===== src/rtl/warmup_pkg.sv =====
package warmup_pkg;

  typedef enum logic [2:0] {
    ST_RSTWARM,
    ST_IDLE,
    ST_SWWARM,
    ST_STOP,
    ST_STOPWARM
  } wuState_t;

  typedef struct packed {
    logic clrCnt;
    logic run;
    logic useLf;
  } wuStrobe_t;

endpackage


===== src/rtl/warmup_ctrl.sv =====
module warmup_ctrl
  import warmup_pkg::*;
#(
  parameter int CMP_W   = 8,
  parameter int DIV_W   = 2,
  parameter logic [CMP_W-1:0] RST_CMP = 8'h66,
  parameter logic [DIV_W-1:0] RST_DIV = 2'b11
) (
  input  logic             clk,
  input  logic             rstN,
  input  logic             cfgWe,
  input  logic             cfgSrcSel,
  input  logic [DIV_W-1:0] cfgDivSel,
  input  logic [CMP_W-1:0] cfgCmp,
  input  logic             swStart,
  input  logic             stopIn,
  input  logic             stopSrc,
  input  logic             hit,
  output wuStrobe_t        stb,
  output logic [DIV_W-1:0] divSel,
  output logic [CMP_W-1:0] cmpVal,
  output logic             holdRst,
  output logic             done
);

  wuState_t state;
  logic     srcSelR;
  logic     activeLf;
  logic     stopLf;
  logic     resumeSw;
  logic     warmState;
  logic     canStart;
  logic     startSw;
  logic     stopWake;

  assign warmState = (state == ST_RSTWARM) || (state == ST_SWWARM) || (state == ST_STOPWARM);
  assign canStart  = (state == ST_IDLE) || (state == ST_SWWARM) || (state == ST_STOPWARM);
  assign startSw   = swStart && !stopIn && canStart;
  assign stopWake  = (state == ST_STOP) && !stopIn && !resumeSw;

  always_comb begin
    stb.clrCnt = startSw || stopWake;
    stb.run    = warmState && !stopIn;
    stb.useLf  = activeLf;
  end

  always_ff @(posedge clk or negedge rstN) begin
    if (!rstN) begin
      srcSelR <= 1'b0;
      divSel  <= RST_DIV;
      cmpVal  <= RST_CMP;
    end else if (cfgWe) begin
      srcSelR <= cfgSrcSel;
      divSel  <= cfgDivSel;
      cmpVal  <= cfgCmp;
    end
  end

  always_ff @(posedge clk or negedge rstN) begin
    if (!rstN) begin
      state    <= ST_RSTWARM;
      holdRst  <= 1'b1;
      done     <= 1'b0;
      activeLf <= 1'b0;
      stopLf   <= 1'b0;
      resumeSw <= 1'b0;
    end else begin
      case (state)
        ST_RSTWARM: begin
          if (hit) begin
            state   <= ST_IDLE;
            holdRst <= 1'b0;
            done    <= 1'b1;
          end
        end
        ST_STOP: begin
          if (!stopIn) begin
            if (resumeSw) begin
              state <= ST_SWWARM;
            end else begin
              state    <= ST_STOPWARM;
              activeLf <= stopLf;
              done     <= 1'b0;
            end
          end
        end
        default: begin
          if (stopIn) begin
            state    <= ST_STOP;
            resumeSw <= (state == ST_SWWARM);
            stopLf   <= stopSrc;
          end else if (swStart) begin
            state    <= ST_SWWARM;
            activeLf <= srcSelR;
            done     <= 1'b0;
          end else if (state != ST_IDLE && hit) begin
            state <= ST_IDLE;
            done  <= 1'b1;
          end
        end
      endcase
    end
  end

  // the CPU hold and the done flag are never both high
  a_r1_hold_excludes_done: assert property (@(posedge clk) disable iff (!rstN)
    holdRst |-> !done);
  // the reset warm-up only ever counts the high-frequency source
  a_r1_reset_uses_hf: assert property (@(posedge clk) disable iff (!rstN)
    holdRst |-> !stb.useLf);
  // the hold never returns once released
  a_r1_hold_stays_low: assert property (@(posedge clk) disable iff (!rstN)
    !holdRst |=> !holdRst);
  // done only falls when a new warm-up clears the counter
  a_r5_done_sticky: assert property (@(posedge clk) disable iff (!rstN)
    (done && !stb.clrCnt) |=> done);
  // nothing counts while STOP is active
  a_r7_no_run_in_stop: assert property (@(posedge clk) disable iff (!rstN)
    stopIn && !holdRst |-> !stb.run);

endmodule


===== src/rtl/warmup_datapath.sv =====
module warmup_datapath
  import warmup_pkg::*;
#(
  parameter int CNT_W   = 14,
  parameter int CMP_W   = 8,
  parameter int PRESC_W = 3,
  parameter int DIV_W   = 2
) (
  input  logic             clk,
  input  logic             rstN,
  input  logic             hfTick,
  input  logic             lfTick,
  input  wuStrobe_t        stb,
  input  logic [DIV_W-1:0] divSel,
  input  logic [CMP_W-1:0] cmpVal,
  output logic             hit
);

  localparam int LSB_DROP = CNT_W - CMP_W;

  logic [CNT_W-1:0]   cnt;
  logic [CNT_W-1:0]   cntNext;
  logic [PRESC_W-1:0] presc;
  logic [PRESC_W-1:0] prescMask;
  logic               tickEn;
  logic               advance;

  assign tickEn  = stb.run && (stb.useLf ? lfTick : hfTick);
  assign cntNext = cnt + 1'b1;

  always_comb begin
    for (int i = 0; i < PRESC_W; i++) begin
      prescMask[i] = (i < int'(divSel));
    end
  end

  assign advance = &(presc | ~prescMask);
  assign hit = tickEn && ((cmpVal == '0) ||
               (advance && (cntNext[CNT_W-1 -: CMP_W] == cmpVal)));

  always_ff @(posedge clk or negedge rstN) begin
    if (!rstN) begin
      cnt   <= '0;
      presc <= '0;
    end else if (stb.clrCnt) begin
      cnt   <= '0;
      presc <= '0;
    end else if (tickEn) begin
      presc <= presc + 1'b1;
      if (advance) cnt <= cntNext;
    end
  end

  // a warm-up start leaves the counter at zero
  a_r6_clear_to_zero: assert property (@(posedge clk) disable iff (!rstN)
    stb.clrCnt |=> (cnt == '0));
  // a stopped or idle block holds its count
  a_r7_frozen: assert property (@(posedge clk) disable iff (!rstN)
    (!stb.run && !stb.clrCnt) |=> $stable(cnt));
  // the counter steps by at most one per cycle
  a_r2_single_step: assert property (@(posedge clk) disable iff (!rstN)
    !stb.clrCnt |=> ((cnt == $past(cnt)) || (cnt == $past(cnt) + 1'b1)));
  // the upper bits never pass a nonzero compare value
  a_r2_no_overshoot: assert property (@(posedge clk) disable iff (!rstN)
    (stb.run && cmpVal != '0 && !stb.clrCnt) |-> (cnt[CNT_W-1 -: CMP_W] <= cmpVal) || !$stable(cmpVal));

  localparam int UNUSED_DROP = LSB_DROP;

endmodule


===== src/rtl/warmup_timer.sv =====
module warmup_timer
  import warmup_pkg::*;
#(
  parameter int CNT_W   = 14,
  parameter int CMP_W   = 8,
  parameter int PRESC_W = 3,
  parameter int DIV_W   = $clog2(PRESC_W + 1),
  parameter logic [CMP_W-1:0] RST_CMP = 8'h66,
  parameter logic [DIV_W-1:0] RST_DIV = 2'b11
) (
  input  logic             clk,
  input  logic             rstN,
  input  logic             hfTick,
  input  logic             lfTick,
  input  logic             cfgWe,
  input  logic             cfgSrcSel,
  input  logic [DIV_W-1:0] cfgDivSel,
  input  logic [CMP_W-1:0] cfgCmp,
  input  logic             swStart,
  input  logic             stopIn,
  input  logic             stopSrc,
  output logic             holdRst,
  output logic             done
);

  wuStrobe_t        stb;
  logic [DIV_W-1:0] divSel;
  logic [CMP_W-1:0] cmpVal;
  logic             hit;

  warmup_ctrl #(
    .CMP_W(CMP_W), .DIV_W(DIV_W), .RST_CMP(RST_CMP), .RST_DIV(RST_DIV)
  ) u_ctrl (
    .clk(clk), .rstN(rstN),
    .cfgWe(cfgWe), .cfgSrcSel(cfgSrcSel), .cfgDivSel(cfgDivSel), .cfgCmp(cfgCmp),
    .swStart(swStart), .stopIn(stopIn), .stopSrc(stopSrc), .hit(hit),
    .stb(stb), .divSel(divSel), .cmpVal(cmpVal),
    .holdRst(holdRst), .done(done)
  );

  warmup_datapath #(
    .CNT_W(CNT_W), .CMP_W(CMP_W), .PRESC_W(PRESC_W), .DIV_W(DIV_W)
  ) u_dp (
    .clk(clk), .rstN(rstN), .hfTick(hfTick), .lfTick(lfTick),
    .stb(stb), .divSel(divSel), .cmpVal(cmpVal), .hit(hit)
  );

endmodule


===== config.mk =====
export PLATFORM = sky130hd
export DESIGN_NAME = warmup_timer
export DESIGN_NICKNAME = d
export VERILOG_FILES = /design/src/rtl/warmup_pkg.sv /design/src/rtl/warmup_ctrl.sv /design/src/rtl/warmup_datapath.sv /design/src/rtl/warmup_timer.sv
export SDC_FILE = /design/constraint.sdc
export NUM_CORES = 1
export LEC_CHECK = 0
export BUFFER_PORTS_ARGS = -buffer_cell sky130_fd_sc_hd__buf_2
export CELL_PAD_IN_SITES_DETAIL_PLACEMENT = 0
export CELL_PAD_IN_SITES_GLOBAL_PLACEMENT = 1
export CORE_MARGIN = 5
export CORE_UTILIZATION = 45
export CTS_CLUSTER_SIZE = 28
export DETAILED_ROUTE_END_ITERATION = 12
export PLACE_DENSITY_LB_ADDON = 0.1
export SLEW_MARGIN = 20
export SYNTH_ARGS = -nofsm -noshare
export SYNTH_HDL_FRONTEND = slang
export SYNTH_SLANG_ARGS = --single-unit

===== constraint.sdc =====
create_clock -name clk -period 2.7 [get_ports clk]
set_input_delay 0.405 -clock clk [delete_from_list [all_inputs] [get_ports clk]]
set_output_delay 0.405 -clock clk [all_outputs]
set_load 0.05 [all_outputs]

Word-level counts from Yosys, hierarchy flattened. Index checks and enable logic that the tools add are counted.

Add/subtract/negate cells: 2. $lt $le $gt $ge: 3. Eq/ne operators: 10. Multiplexer cells: 25. Bitwise logic cells: 5. Reduce and logical (&&, ||, !) cells: 32.

Operators with widths (number): two-way mux 14 bit (3); two-way mux 3 bit (8); adder 14 x 1 -> 14 bit, second input constant (1); two-way mux 1 bit (11); logical AND 1 bit (9); equality test 8 bit (1); zero test 8 bit (1); equality test 3 x 2 -> 1 bit, second input constant (2); logical OR 1 bit (6); case mux 3 bit (2 select lines) (1); AND reduction 2 bit (3); AND reduction 3 bit (2); nonzero test 2 bit (3); AND reduction 5 bit (1); nonzero test 5 bit (1); < comparator 1 x 2 -> 1 bit, first input constant (2); inequality test 2 x 1 -> 1 bit, second input constant (2); inequality test 2 bit, second input constant (2); case mux 1 bit (2 select lines) (2); AND reduction 4 bit (1); nonzero test 4 bit (1); adder 3 x 1 -> 3 bit, second input constant (1); equality test 3 x 1 -> 1 bit, second input constant (1); equality test 3 bit, second input constant (1); 8 further kinds (11).

Bits in registers: 36. Input port bits: 19. Output and inout port bits: 2. Word-level logic and storage cells: 88.

Logic depth before layout (Yosys ltp).
Word-level depth: 12. Depth in mapped cells: 9. Gate-level depth less buffers: 8.

By module. Synthesis repeated with hierarchy kept, for this count alone.

Cell total of the unflattened synthesis: 223. Area, all modules: 2168.3 µm².

Modules (own cells, without submodules): warmup_datapath (times used 1, cells each 135, area each 1209.9 µm², sequential area each 425.4 µm²); warmup_ctrl (times used 1, cells each 88, area each 958.4 µm², sequential area each 484.2 µm²).

Least setup slack after synthesis. OpenSTA, ideal clock, no wires.

Path type: reg-to-reg. From: reg u_ctrl.state[1]. To: reg u_ctrl.state[2]. Library setup time: 0.120 ns. Data arrival time: 2.025 ns. Data required time: 2.580 ns. Slack: 0.556 ns. Stages on the path, launching flop included: 8. Path buffers: 1. Clock period less this slack: 2.144 ns. Cells stage by stage: dfrtp_1 -> clkbuf_1 -> a2111oi_4 -> o211a_4 -> o311ai_4 -> nor4_4 -> a31oi_1 -> a31o_1.

Cells in the longest elaborated chain, start to end: 9. Elaborated cells on any way between the ends: 16. Classes of those cells: 6 x eq/ne; 1 x mux; 9 x reduce/logical.

RTL lines: start, declared (line warmup_ctrl.sv:26) `wuState_t state;`; start signal, assigned (line warmup_ctrl.sv:61) `state <= ST_RSTWARM;`; start signal, assigned (line warmup_ctrl.sv:71) `state <= ST_IDLE;`; start signal, assigned (line warmup_ctrl.sv:79) `state <= ST_SWWARM;`; equality test 3 x 2 -> 1 bit or zero test 3 bit (tied branches) (line warmup_ctrl.sv:36, warmup_ctrl.sv:68); logical OR 1 bit (2 in series) (line warmup_ctrl.sv:36) `assign warmState = (state == ST_RSTWARM) || (state == ST_SWWARM) || (state == ST_STOPWARM);`; logical AND 1 bit (line warmup_ctrl.sv:43) `stb.run = warmState && !stopIn;`; logical AND 1 bit (line warmup_datapath.sv:28) `assign tickEn = stb.run && (stb.useLf ? lfTick : hfTick);`; logical AND 1 bit (line warmup_datapath.sv:38) `assign hit = tickEn && ((cmpVal == '0) ||`; logical AND 1 bit (line warmup_ctrl.sv:96) `end else if (state != ST_IDLE && hit) begin`; nonzero test 5 bit (no line); AND reduction 3 bit (no line).

Parallel ways exist; a longest one is shown, timed or not. A chain may end at the register's enable or synchronous reset.

Worst setup path after layout.
From: reg u_dp.cnt[7]. To: reg u_ctrl.state[2].

Cells in the longest elaborated chain, start to end: 8. Elaborated cells on any way between the ends: 9. Classes of those cells: 1 x add/sub; 2 x eq/ne; 6 x reduce/logical.

RTL lines: start, declared (line warmup_datapath.sv:21) `logic [CNT_W-1:0] cnt;`; start signal, assigned (line warmup_datapath.sv:50) `if (advance) cnt <= cntNext;`; adder 14 x 1 -> 14 bit * (line warmup_datapath.sv:29) `assign cntNext = cnt + 1'b1;`; equality test 8 bit * (line warmup_datapath.sv:39) `(advance && (cntNext[CNT_W-1 -: CMP_W] == cmpVal)));`; logical AND 1 bit * (line warmup_datapath.sv:39); logical OR 1 bit * (line warmup_datapath.sv:38); logical AND 1 bit * (line warmup_datapath.sv:38); logical AND 1 bit (line warmup_ctrl.sv:96); nonzero test 5 bit (no line); AND reduction 3 bit (no line) *; end signal, assigned (line warmup_ctrl.sv:89) `state <= ST_STOP;`; end signal, assigned (line warmup_ctrl.sv:93) `state <= ST_SWWARM;`; end signal, assigned (line warmup_ctrl.sv:97) `state <= ST_IDLE;`.

Every way passes the cells marked *; elsewhere a longest branch is shown, timed or not.

==> impl.org <==
** Status
- Result of the run :: completed

** Global routing
- The number of global-route vias before repair is 1572.
- The first global-routing pass estimated 7540 µm of wire.
- The initial antenna violation count was 0.
- Maximum number of pins on one net before global-route repair :: 37
- Global routing finished with a remaining overflow of 0.
- Overall track demand over capacity in global routing :: 15.2%

** Pwr
- Net switching is 26.9% of the power.
- Worst IR Drop VDD :: 0.428 mV
- Total leakage power :: 0.986 nW
- Combinational cells account for 15.4% of the total power.
- In this run the power spent charging and discharging nets is 0.356 mW.
- Part of the power in the clock network :: 35.5%
- Proportion of power drawn by flip-flops and latches :: 49.1%
- Pint :: 0.967 mW
- Power density cells :: 571 nW/µm²
- Pwr Total :: 1.32 mW

** Run
- Max-cap viol count :: 0

** Clock tree
- TritonCTS buffer count :: 5
- Clock tree synthesis found a total of 36 sinks.
- Hold bufs inserted after CTS :: 0
- TritonCTS built the clock tree.
- After clock tree synthesis, the setup repair step added 0 buffers.
- Clock edge transition at the registers on the reported setup and hold paths :: 0.07 ns
- Maximum level of the CTS H-tree :: 2
- Total of cells resized after clock tree synthesis :: 0
- Clock insertion delay at the later pin of the skew report :: 0.28 ns
- The tree is rooted in a sky130_fd_sc_hd__clkbuf_8.
- Max clock buf depth :: 2

** Critical path
- Arrival time of the worst setup path :: 2.45 ns
- Reg-to-reg critical path endpoint :: u_ctrl.state[2]
- Highest net fanout along the worst path :: 8
- The worst setup path is launched from a flip-flop.
- The critical path in this run is classified as flip-flop to flip-flop.
- Measured in cells, the most critical reg-to-reg path has a length of 7.
- CP endpoint kind :: flip-flop
- The startpoint identified for the worst register-to-register timing path is u_dp.cnt[7].
- STA puts the critical path data required time at 2.87 ns.
- Across all register-to-register paths, the minimum setup slack is 0.42 ns.

** Layout
- At the end of the flow, the number of nets in the layout was 251.
- Relative to the synthesized area, the layout overhead comes to 12.6%.
- Fill cells in the final layout number 416.
- The repair_antennas step left the layout with diodes totalling 0.
- Summing all multi-input logic gate instances after layout gives 1090 µm².
- The sequential cells in the finished layout cover a total of 910 µm².
- Of the cells placed in the final design, the portion with a size suffix greater than 1 is 23.4%.

** STA
- Final Max Tran Viols :: 0
- Final Hold Slack :: 0.208 ns
- For this run, the top clock speed supported by timing is 0.438 GHz.
- For the final database, setup skew stands at 0.00490 ns.
- Setup repair after global routing left no endpoint under its margin.
- After layout, the minimum clock period comes to 2.28 ns.
- After routing, the total negative slack on setup checks comes to 0 ns.
- In this run the tightest slew margin relative to its limit is 46.5%.
- Setup violators final :: 0
- Part of the cycle the worst path needs :: 84.5%
- The total count of hold-check failures in the final report came to 0.
- At the pin with the least slew margin, the transition time is 0.803 ns.

** Yosys
- After technology mapping, the gate count stands at 209.
- The number of different library cells used by synthesis comes to 38.
- For this run, the leading register cell type out of synthesis is sky130_fd_sc_hd__dfrtp_1.
- Flop and latch count out of synthesis :: 36
- Syn nets :: 230
- Synthesized area per cell :: 9.86 µm²
- EDFF count, synth :: 0
- In this run the cell area of the synthesized design comes to 2060 µm².
- After synthesis, flip-flops and latches occupy 44.1% of the total area.
- During synthesis, Yosys emitted a total of 0 warnings.
- After synthesis, the share of flip-flops with an asynchronous set or reset is 100%.

** Route
- Via density per instance :: 5.64
- Dividing the detail-routed wire length by the instance count gives 15.1 µm.
- The first detailed-routing pass took 4 iterations.
- Drt drc :: 0
- The detail route stage leaves a number of antenna-violating nets equal to 0.
- Violation count after the first detailed-route iteration :: 91
- Detailed routing inserted a total of 1597 vias.
- Total detailed-routing wirelength :: 4260 µm

** Min path
- Worst min-delay path category :: primary input to asynchronous set/reset pin

** Die
- Count of standard-cell rows :: 24
- Die Ht :: 77.7 µm
- The die covers 6030 µm².
- Once the floorplan was initialized, standard cells occupied 47.0% of the core.
- IO Pins :: 21
- Core area :: 4380 µm²
- Chip width :: 77.7 µm

** Placement
- Half-perimeter wire length after placement :: 3150 µm
- At the end of routability-driven placement, the weighted congestion stood at 0.855.
- Port buffering added 20 buffers.
-- through the flow --
step	worst slack, ns	utilization [%]	area [µm²]	instances
after CTS	0.424	52.9	2320	283
final	0.418	52.9	2320	283
after global routing	0.250	52.9	2320	283
after global placement	0.483	50.4	2210	275
after floorplan	0.556	-	2060	209
after detailed placement	0.450	50.4	2210	275
-- worst max-delay path by stage --
stage | cells past startpoint | startpoint | to | slack, ns
finish | 7 | u_dp.cnt[7] | u_ctrl.state[2] | 0.42
global route | 7 | u_dp.cnt[7] | u_ctrl.state[2] | 0.25
CTS | 7 | u_dp.cnt[7] | u_ctrl.state[2] | 0.42
detailed placement | 7 | u_dp.cnt[7] | u_ctrl.state[2] | 0.45
global placement | 7 | stopIn | u_ctrl.state[2] | 0.48
floorplan | 7 | u_ctrl.state[1] | u_ctrl.state[2] | 0.56
-- layout by cell type (no fill, tap or decap), types with 5 or more instances in the layout --
cell type	instances
sky130_fd_sc_hd__o21ai_0	10
sky130_fd_sc_hd__nand3_1	7
sky130_fd_sc_hd__buf_2	20
sky130_fd_sc_hd__a21oi_1	9
sky130_fd_sc_hd__nor2_1	29
sky130_fd_sc_hd__xnor2_1	16
sky130_fd_sc_hd__inv_1	8
sky130_fd_sc_hd__clkbuf_8	5
sky130_fd_sc_hd__dfrtp_1	29
sky130_fd_sc_hd__xor2_1	12
sky130_fd_sc_hd__dfstp_2	7
sky130_fd_sc_hd__mux2_2	11
sky130_fd_sc_hd__nand2_1	13
-- synthesized netlist by cell type, drive strengths merged, types with 4 or more instances --
library cell	count	area share [%]
a21oi	9	2.2
and3	4	1.2
and4	4	1.7
clkbuf	5	0.91
dfrtp	29	35
dfstp	7	8.9
inv	8	1.5
mux2	11	6.0
nand2	13	2.4
nand3	7	1.7
nor2	30	5.6
nor3	5	1.5
o21a	4	1.5
o21ai	11	2.7
o22ai	4	1.2
xnor2	16	6.8
xor2	12	5.1
-- metal layers --
layer	part of all wire, %	global-route usage, %	routed length [µm]
met4	0.87	4.12	37
met2	46	23.4	1970
met3	4.8	3.01	203
met5	0	0	0
met1	48	21.9	2050
-- layout make-up --
type	count	share of cell area (%)
clock buffer	5	2.97
clock inverter	3	1.83
inverter	8	1.29
multi-input combinational	157	46.9
sequential	36	39.2
tap	52	2.80
timing repair buffer	22	4.96
-- worst max-delay path, cell delays in order, from the launching register on --
cell and delay (ns):
sky130_fd_sc_hd__dfrtp_1 0.49, sky130_fd_sc_hd__and4_1 0.32, sky130_fd_sc_hd__and3_1 0.28, sky130_fd_sc_hd__nand2_1 0.09, sky130_fd_sc_hd__or4_1 0.41, sky130_fd_sc_hd__o21ai_1 0.14, sky130_fd_sc_hd__a31oi_1 0.18, sky130_fd_sc_hd__a31o_1 0.26
-- power by group through the flow --
| stage | logic (mW) | registers (mW) | clock network, mW |
|---|---|---|---|
| 6_report | 0.204 | 0.650 | 0.470 |
| 5_1_grt | 0.230 | 0.660 | 0.509 |
| 4_1_cts | 0.208 | 0.651 | 0.481 |
| 3_5_place_dp | 0.206 | 0.661 | 0 |
| 3_3_place_gp | 0.201 | 0.658 | 0 |
| 2_1_floorplan | 0.154 | 0.644 | 0 |
-- cell families (layout without fill, tap and decap cells) --
| family | Yosys count | count (layout) | share of synthesized area [%] |
|---|---|---|---|
| flip-flops | 36 | 36 | 44.1 |
| buffers and inverters | 16 | 38 | 3.04 |
| XOR/XNOR | 28 | 28 | 11.9 |
| multiplexers | 14 | 14 | 7.47 |
| AO/OA/AOI/OAI | 39 | 39 | 14.1 |
| AND/OR/NAND/NOR | 74 | 74 | 18.2 |
| adder cells (fa/ha/maj) | 2 | 2 | 1.21 |
-- registers in the layout (all words and copies together), names as in the netlist --
signal           flops
u_ctrl.cmpVal        8
u_dp.presc           3
u_ctrl.srcSelR       1
u_ctrl.holdRst       1
u_ctrl.stopLf        1
u_ctrl.activeLf      1
u_ctrl.done          1
u_dp.cnt            14
u_ctrl.state         3
u_ctrl.resumeSw      1
u_ctrl.divSel        2
No activity file was read; power rests on OpenSTA's default activity.
